<file path="src/rtl/spi_burst_pkg.sv">
package spi_burst_pkg;
    localparam int BYTE_W = 8;
    localparam int EDGES  = 2 * BYTE_W;
    localparam int EDGE_W = $clog2(EDGES);

    typedef enum logic [1:0] {
        ST_IDLE  = 2'd0,
        ST_CHECK = 2'd1,
        ST_SHIFT = 2'd2
    } eng_st_e;

    typedef struct packed {
        logic              active;
        logic [EDGE_W-1:0] edge_n;
        logic [BYTE_W-1:0] tx_sr;
        logic [BYTE_W-1:0] rx_sr;
        logic              lvl;
        logic              done;
    } shf_t;
endpackage

</file>
<file path="src/rtl/spi_half_tick.sv">
module spi_half_tick #(
    parameter int DIV = 4
) (
    input  logic clk,
    input  logic rst_n,
    input  logic en,
    output logic tick
);
    localparam int CW = (DIV > 1) ? $clog2(DIV) : 1;
    localparam logic [CW-1:0] LAST = CW'(DIV - 1);

    logic [CW-1:0] cnt_d, cnt_q;

    always_comb begin
        cnt_d = cnt_q;
        if (!en || cnt_q == LAST) cnt_d = '0;
        else                      cnt_d = cnt_q + CW'(1);
    end

    always_ff @(posedge clk or negedge rst_n) begin
        if (!rst_n) cnt_q <= '0;
        else        cnt_q <= cnt_d;
    end

    assign tick = en && (cnt_q == LAST);
endmodule

</file>
<file path="src/rtl/spi_byte_shifter.sv">
module spi_byte_shifter
    import spi_burst_pkg::*;
(
    input  logic              clk,
    input  logic              rst_n,
    input  logic              load,
    input  logic [BYTE_W-1:0] load_byte,
    input  logic              tick,
    input  logic              cpol,
    input  logic              cpha,
    input  logic              miso,
    output logic              sclk,
    output logic              mosi,
    output logic              active,
    output logic              byte_done,
    output logic [BYTE_W-1:0] rx_byte
);
    localparam logic [EDGE_W-1:0] LAST_EDGE = EDGE_W'(EDGES - 1);

    shf_t s_d, s_q;
    logic lead, samp, shft;

    always_comb begin
        s_d      = s_q;
        s_d.done = 1'b0;
        lead     = ~s_q.edge_n[0];
        samp     = lead ^ cpha;
        shft     = cpha ? (lead && s_q.edge_n != '0) : (!lead && s_q.edge_n != LAST_EDGE);
        if (load) begin
            s_d.active = 1'b1;
            s_d.edge_n = '0;
            s_d.tx_sr  = load_byte;
            s_d.lvl    = 1'b0;
        end else if (s_q.active && tick) begin
            if (samp) s_d.rx_sr = {s_q.rx_sr[BYTE_W-2:0], miso};
            if (shft) s_d.tx_sr = {s_q.tx_sr[BYTE_W-2:0], 1'b0};
            s_d.lvl = ~s_q.lvl;
            if (s_q.edge_n == LAST_EDGE) begin
                s_d.active = 1'b0;
                s_d.done   = 1'b1;
            end else begin
                s_d.edge_n = s_q.edge_n + EDGE_W'(1);
            end
        end
    end

    always_ff @(posedge clk or negedge rst_n) begin
        if (!rst_n) s_q <= '0;
        else        s_q <= s_d;
    end

    assign sclk      = cpol ^ s_q.lvl;
    assign mosi      = s_q.tx_sr[BYTE_W-1];
    assign active    = s_q.active;
    assign byte_done = s_q.done;
    assign rx_byte   = s_q.rx_sr;
endmodule

</file>
<file path="src/rtl/spi_burst_engine.sv">
module spi_burst_engine
    import spi_burst_pkg::*;
#(
    parameter int CNT_W = 24,
    parameter int DIV   = 4
) (
    input  logic              clk,
    input  logic              rst_n,
    input  logic              start,
    input  logic              drop_lead,
    input  logic              cpol,
    input  logic              cpha,
    input  logic [CNT_W-1:0]  burst_len,
    input  logic [CNT_W-1:0]  skip_len,
    input  logic [BYTE_W-1:0] tx_data,
    input  logic              tx_empty,
    output logic              tx_pop,
    input  logic              rx_full,
    output logic              rx_push,
    output logic [BYTE_W-1:0] rx_byte,
    output logic              rx_lost,
    output logic              sclk,
    output logic              mosi,
    input  logic              miso,
    output logic              busy,
    output logic              done
);
    typedef struct packed {
        eng_st_e           st;
        logic [CNT_W-1:0]  bc;
        logic [CNT_W-1:0]  tc;
        logic              done;
        logic              push;
        logic              lost;
        logic [BYTE_W-1:0] rdata;
    } ctl_t;

    ctl_t c_d, c_q;
    logic load, tick, sh_active, sh_done, keep;
    logic [BYTE_W-1:0] sh_rx;
    logic [CNT_W-1:0]  bc_dec;

    assign load = (c_q.st == ST_CHECK) && !tx_empty;

    spi_half_tick #(.DIV(DIV)) u_tick (
        .clk  (clk),
        .rst_n(rst_n),
        .en   (sh_active),
        .tick (tick)
    );

    spi_byte_shifter u_shf (
        .clk      (clk),
        .rst_n    (rst_n),
        .load     (load),
        .load_byte(tx_data),
        .tick     (tick),
        .cpol     (cpol),
        .cpha     (cpha),
        .miso     (miso),
        .sclk     (sclk),
        .mosi     (mosi),
        .active   (sh_active),
        .byte_done(sh_done),
        .rx_byte  (sh_rx)
    );

    always_comb begin
        c_d      = c_q;
        c_d.done = 1'b0;
        c_d.push = 1'b0;
        c_d.lost = 1'b0;
        keep     = !(drop_lead && c_q.tc != '0);
        bc_dec   = c_q.bc - CNT_W'(1);
        case (c_q.st)
            ST_IDLE: begin
                if (start) begin
                    c_d.st = ST_CHECK;
                    c_d.bc = burst_len;
                    c_d.tc = skip_len;
                end
            end
            ST_CHECK: begin
                if (tx_empty) begin
                    c_d.done = 1'b1;
                    c_d.st   = ST_IDLE;
                end else begin
                    c_d.st = ST_SHIFT;
                end
            end
            ST_SHIFT: begin
                if (sh_done) begin
                    if (!keep)       c_d.tc = c_q.tc - CNT_W'(1);
                    else if (rx_full) c_d.lost = 1'b1;
                    else begin
                        c_d.push  = 1'b1;
                        c_d.rdata = sh_rx;
                    end
                    c_d.bc = bc_dec;
                    if (bc_dec == '0) begin
                        c_d.done = 1'b1;
                        c_d.st   = ST_IDLE;
                    end else begin
                        c_d.st = ST_CHECK;
                    end
                end
            end
            default: c_d.st = ST_IDLE;
        endcase
    end

    always_ff @(posedge clk or negedge rst_n) begin
        if (!rst_n) c_q <= '0;
        else        c_q <= c_d;
    end

    assign tx_pop  = load;
    assign rx_push = c_q.push;
    assign rx_byte = c_q.rdata;
    assign rx_lost = c_q.lost;
    assign busy    = (c_q.st != ST_IDLE);
    assign done    = c_q.done;
endmodule

</file>
<file path="config.mk">
export PLATFORM = sky130hd
export DESIGN_NAME = spi_burst_engine
export DESIGN_NICKNAME = d
export VERILOG_FILES = /design/src/rtl/spi_burst_pkg.sv /design/src/rtl/spi_half_tick.sv /design/src/rtl/spi_byte_shifter.sv /design/src/rtl/spi_burst_engine.sv
export SDC_FILE = /design/constraint.sdc
export NUM_CORES = 1
export LEC_CHECK = 0
export BUFFER_PORTS_ARGS = -buffer_cell sky130_fd_sc_hd__buf_2
export CORE_AREA = 10 10 101 103
export CTS_BUF_LIST = sky130_fd_sc_hd__clkbuf_8
export CTS_CLUSTER_SIZE = 14
export DETAILED_ROUTE_END_ITERATION = 7
export DIE_AREA = 0 0 111 113
export GPL_TIMING_DRIVEN = 0
export HOLD_SLACK_MARGIN = 0.12
export PLACE_DENSITY = 0.86
export RECOVER_POWER = 50
export SLEW_MARGIN = 25
export SYNTH_ARGS = -nofsm -noshare
export SYNTH_HDL_FRONTEND = slang
export SYNTH_HIERARCHICAL = 1
export SYNTH_SLANG_ARGS = --single-unit
</file>
<file path="constraint.sdc">
create_clock -name clk -period 6.61 [get_ports clk]
set_clock_uncertainty 0.1 [all_clocks]
set_input_delay 0.3305 -clock clk [delete_from_list [all_inputs] [get_ports clk]]
set_output_delay 0.3305 -clock clk [all_outputs]
set_load 0.02 [all_outputs]
</file>
== Yosys cells after proc, flatten, opt, wreduce, memory -nomap -nowiden ==
Index checks and enable logic that the tools add are counted.

* Flip-flop bits (word level): 86
* Output and inout bits: 15
* Logic and storage cells: 86

* Add/subtract/negate cells: 4
* Equal/unequal tests: 9
* Multiplexer cells: 26
* Bitwise logic cells: 7
* Reduce and logical (&&, ||, !) cells: 26

{| class="wikitable"
|+ Operators by type and width
! cell !! count
|-
| $pmux 48 s2 || 1
|-
| $mux 61 || 1
|-
| $mux 50 || 1
|-
| $sub 24x1->24 const B || 2
|-
| $logic_not 24->1 || 1
|-
| $mux 24 || 1
|-
| $mux 8 || 3
|-
| $reduce_bool 24->1 || 1
|-
| $mux 23 || 1
|-
| $mux 10 || 2
|-
| $mux 13 || 1
|-
| $mux 1 || 10
|-
| $reduce_bool 2->1 || 5
|-
| $reduce_and 2->1 || 4
|-
| $reduce_and 4->1 || 2
|-
| $logic_and 1x1->1 || 6
|-
| $ne 2x2->1 const B || 3
|-
| $pmux 2 s3 || 1
|-
| $reduce_and 3->1 || 2
|-
| $not 1->1 || 5
|-
| $add 4x1->4 const B || 1
|-
| $eq 2x2->1 const B || 2
|-
| $eq 4x4->1 const B || 1
|-
| $mux 2 || 2
|-
| other kinds (11) || 13
|}

== Logic depth before layout (Yosys ltp) ==
* Depth in word-level cells: 6
* Depth in mapped cells: 10

== Modules after synthesis ==
Netlist, hierarchy kept.

{| class="wikitable"
|+ By module, submodules not included
! module !! times used !! cells an instance !! area an instance (um2)
|-
| spi_burst_engine || 1 || 447 || 3821.2
|-
| spi_byte_shifter || 1 || 106 || 1179.9
|-
| spi_half_tick || 1 || 6 || 91.3
|}

== Least setup slack after synthesis ==
Ideal clock, no wire load.

* Path type: reg2reg
* Start point: register c_q[11] (netlist name)
* End point: register rx_byte[0] (netlist name)
* Library setup time: 0.127 ns
* Data arrival time: 2.184 ns
* Data required time: 6.383 ns
* Setup slack: 4.198 ns
* Cell stages (with the launch flop): 8
* Path buffers: 0
* Clock period less this slack: 2.412 ns
* Cell sequence: dfrtp_1 inv_1 ha_1 nor4b_2 nand4_1 o31a_1 nor3_4 mux2_1

{| class="wikitable"
|+ RTL lines
! what !! RTL line !! source
|-
| from (decl) || spi_burst_engine.sv:38 || <nowiki>ctl_t c_d, c_q;</nowiki>
|-
| from (signal assigned) || spi_burst_engine.sv:113 || <nowiki>if (!rst_n) c_q <= '0;</nowiki>
|-
| from (signal assigned) || spi_burst_engine.sv:114 || <nowiki>else c_q <= c_d;</nowiki>
|}

== Final worst setup path ==
* Start point: register c_q[59] (netlist name)
* End point: register c_q[30] (netlist name)

* Word-level cells in the longest chain between the ends: 3

{| class="wikitable"
|+ RTL lines
! what !! RTL line !! source
|-
| $eq 2x2->1 / $logic_not 2->1 (equally long branches) || spi_burst_engine.sv:75 || <nowiki>case (c_q.st)</nowiki>
|-
| $ne 2x2->1 (no line) (tied with other cells) || -- ||
|-
| $reduce_and 4->1 (no line) || -- ||
|}

Parallel ways exist; a longest one is shown, timed or not.
A chain may end at the register's enable or synchronous reset.

==> impl_metrics.csv <==
group,metric,value,unit
run_status,status,"finished with violations",
run_status,violations,"max-capacitance violations, max-slew violations",
timing,timing.hold.ws,124,ps
final_layout,area_growth,18.2,%
detailed_routing,ant_nets,0,
synthesis,synth-edff-count,0,
synthesis,synthCells,559,
cts,insertion_delay,370,ps
timing,fin_setup_tns,0,ps
grt,grt_pass1_wl,23300,um
synthesis,syn_area_per_cell,9.11,um2
floorplan,dieHeight,113,um
flow_run,maxCapViolCount,1,
synthesis,syn_nets,634,
timing,max_freq,0.321,GHz
final_layout,drive_above_1_share,22.1,%
synthesis,ys.warnings.count,6,
timing,setup_viol,0,
timing,finalCriticalPeriod,3110,ps
setup_path,cp_slowest_cell,"a21oi_1",
cts,cts_setup_buffers,0,
timing,post-route-period-util,47.1,%
power_and_ir_drop,p_leak,0.00270,uW
setup_path,slowest_delay,680,ps
floorplan,core_area,8130,um2
synthesis,synthFlopType,"dfrtp_1",
final_layout,utilization,74.0,%
timing,worst_pin_slew,1980,ps
setup_path,cp_num_buf_inv,3,
detailed_routing,drc_errors,0,
setup_path,critPathCaptureType,"register",
floorplan,start_util,62.6,%
detailed_routing,routed_wl,14400,um
timing,drv_slew,34,
final_layout,final_area,6020,um2
synthesis,yosysUniqueCellTypes,71,
final_layout,fillers,617,
cts,clk_pin_slew,90,ps
detailed_routing,firstDrtPassIters,5,
power_and_ir_drop,p_total,941,uW
detailed_routing,wl_per_cell,18.4,um
place,routabilityCongestion,0.956,
power_and_ir_drop,p_per_area,156,nW/um2
cts,cts_tree,"built",
synthesis,ys_ff_latch,86,
timing,slew_headroom,-31.9,%
final_layout,regArea,2150,um2
synthesis,synth-async-reset-ratio,100,%
floorplan,dieArea,12500,um2
cts,cts-root-buf,"clkbuf_8",
place,hpwl,10000,um
cts,cts-buffers-inserted,9,
setup_path,crit_family,"compound AO/OA/AOI/OAI gates",
grt,grt.total_usage,22.1,%
cts,cts.sinks,86,
cts,h-tree-depth,3,
timing,finalHoldViolations,0,
floorplan,rows,33,
power_and_ir_drop,ir_drop,0.168,mV
place,portBuffers,79,
final_layout,multi_input_area,2610,um2
grt,grt_pass1_vias,4782,
floorplan,ioPinCount,80,
worst_hold_path,hold_path.class,"input port to register",
final_layout,nets,744,
detailed_routing,via_per_inst,6.18,
timing,rsz0062_at_grt,"no",
setup_path,crit_path_cell_trace,"inv_1, ha_1, clkbuf_1, nand2b_1, o211a_1, clkbuf_1, nand2_1, a21oi_1, nand2_1, o211ai_1",
cts,clockBufferDepth,2,
setup_path,path_max_fanout,10,
grt,grt.overflow.total,0,
place,dpl_cell_area,5650,um2
setup_path,cp_data_required_time,6780,ps
setup_path,critical_path_class,"register to register",
detailed_routing,detail_route.iter0.violations,380,
detailed_routing,num_vias,4824,
grt,grt_antenna_before_repair,1,
setup_path,cp-start-kind,"register",
floorplan,die_x,111,um
grt,grt_max_degree,54,
setup_path,worstPathArrival,3290,ps
synthesis,syn-cell-area,5090,um2
synthesis,yosysSeqAreaShare,42.3,%
-- cells in the final DEF (no fill, tap or decap), types with 7 or more instances in the layout --
| master | instances |
|---|---|
| dfrtp_1 | 86 |
| buf_2 | 78 |
| nand2_1 | 55 |
| o21ai_1 | 44 |
| nor2_1 | 43 |
| a21oi_1 | 40 |
| o21ai_0 | 33 |
| clkbuf_1 | 28 |
| inv_1 | 20 |
| nor3_1 | 20 |
| dlygate4sd3_1 | 19 |
| buf_4 | 16 |
| a22oi_1 | 15 |
| a32oi_1 | 12 |
| ha_1 | 10 |
| nor4_1 | 9 |
| clkbuf_8 | 9 |
| mux2_1 | 8 |
| mux2_2 | 8 |
| and3_1 | 7 |
| mux2_4 | 7 |
-- routing by layer --
| layer | part of all wire, % | GRT usage [%] | wire (um) |
|---|---|---|---|
| met4 | 2.4 | 7.03 | 350 |
| met5 | 0 | 0 | 0 |
| met2 | 48 | 36.4 | 6880 |
| met1 | 41 | 28.0 | 5860 |
| met3 | 9.0 | 5.39 | 1300 |
-- flip-flops by register name, indices dropped and copies added, names as in the netlist --
register and flops:
c_q 50, u_shf/s_q 12, rx_byte 8, u_shf/rx_byte 8, u_tick/cnt_q 2, done 1
rx_lost 1, rx_push 1, u_shf/active 1, u_shf/byte_done 1, u_shf/mosi 1
-- Yosys cell counts, drive strengths merged, types with 5 or more instances --
library cell / count / area share [%]
dfrtp: 86 / 42
o21ai: 78 / 7.7
nand2: 55 / 4.1
nor2: 44 / 3.3
a21oi: 40 / 3.9
nor3: 24 / 2.9
buf: 23 / 3.3
mux2: 23 / 5.6
clkbuf: 22 / 1.6
inv: 19 / 1.4
a22oi: 15 / 2.2
a32oi: 12 / 2.1
nor4: 12 / 2.4
ha: 10 / 2.5
and3: 8 / 1.0
nand3: 6 / 0.59
o211ai: 6 / 0.88
xnor2: 6 / 1.0
a31oi: 5 / 0.61
and2: 5 / 0.64
nand2b: 5 / 0.61
nand4: 5 / 0.74
-- metrics by stage --
step,std cells,worst slack [ps]
floorplan,559,4200
global placement,743,3690
detailed placement,744,3630
CTS,778,3620
global route,780,3330
finish,780,3500
-- worst paths after layout --
kind,start,to,slack [ps],depth (start not counted)
worst max-delay path,c_q[59],c_q[30],3500,10
worst min-delay path,burst_len[17],c_q[52],120,3
worst max register to register,c_q[59],c_q[30],3500,10
worst min register to register,u_tick/cnt_q[0],u_tick/cnt_q[0],340,1
max in group asynchronous,rst_n,u_shf/s_q[18],4310,2
min in group asynchronous,rst_n,c_q[43],950,2
-- power breakdown --
group	internal, uW	switching (uW)	total (uW)	leakage (uW)
Combinational	23.4	20.8	44.2	0.00146
Clock	172	199	371	0.0000901
Sequential	526	0.169	526	0.00115
Total	721	220	941	0.00270
-- tightest hold or removal path, stage by stage --
cell and delay, ps:
buf_2 90, a22oi_1 70, nand2_1 60
-- cells by family (layout without fill, tap and decap cells) --
| kind of cell | count (synthesis) | in the layout | synth area share (%) |
|---|---|---|---|
| other | 0 | 1 | 0 |
| XOR/XNOR | 8 | 8 | 1.38 |
| flip-flops | 86 | 86 | 42.3 |
| AND/OR/NAND/NOR | 190 | 190 | 20.6 |
| AO/OA/AOI/OAI | 177 | 177 | 21.2 |
| adder cells (fa/ha/maj) | 10 | 10 | 2.46 |
| buffers and inverters | 64 | 179 | 6.31 |
| multiplexers | 24 | 24 | 5.80 |
-- repair_timing --
| item | 4_1_cts | 5_1_grt |
|---|---|---|
| hold buffers | 18 | 1 |
| gates resized for setup | 0 | 0 |
| hold endpoints to repair | 85 | 1 |
| setup endpoints to repair | 0 | 0 |
-- area by class of cell --
| type | instances | share of cell area (%) |
|---|---|---|
| Antenna cell | 1 | 0.0416 |
| Timing Repair Buffer | 99 | 10.1 |
| Clock buffer | 9 | 2.06 |
| Inverter | 19 | 1.19 |
| Sequential cell | 86 | 35.8 |
| Clock inverter | 7 | 1.12 |
| Tap cell | 105 | 2.18 |
| Multi-Input combinational cell | 409 | 43.4 |
| Buffer | 45 | 4.16 |
Note: power is estimated with default switching activity, not from simulation.
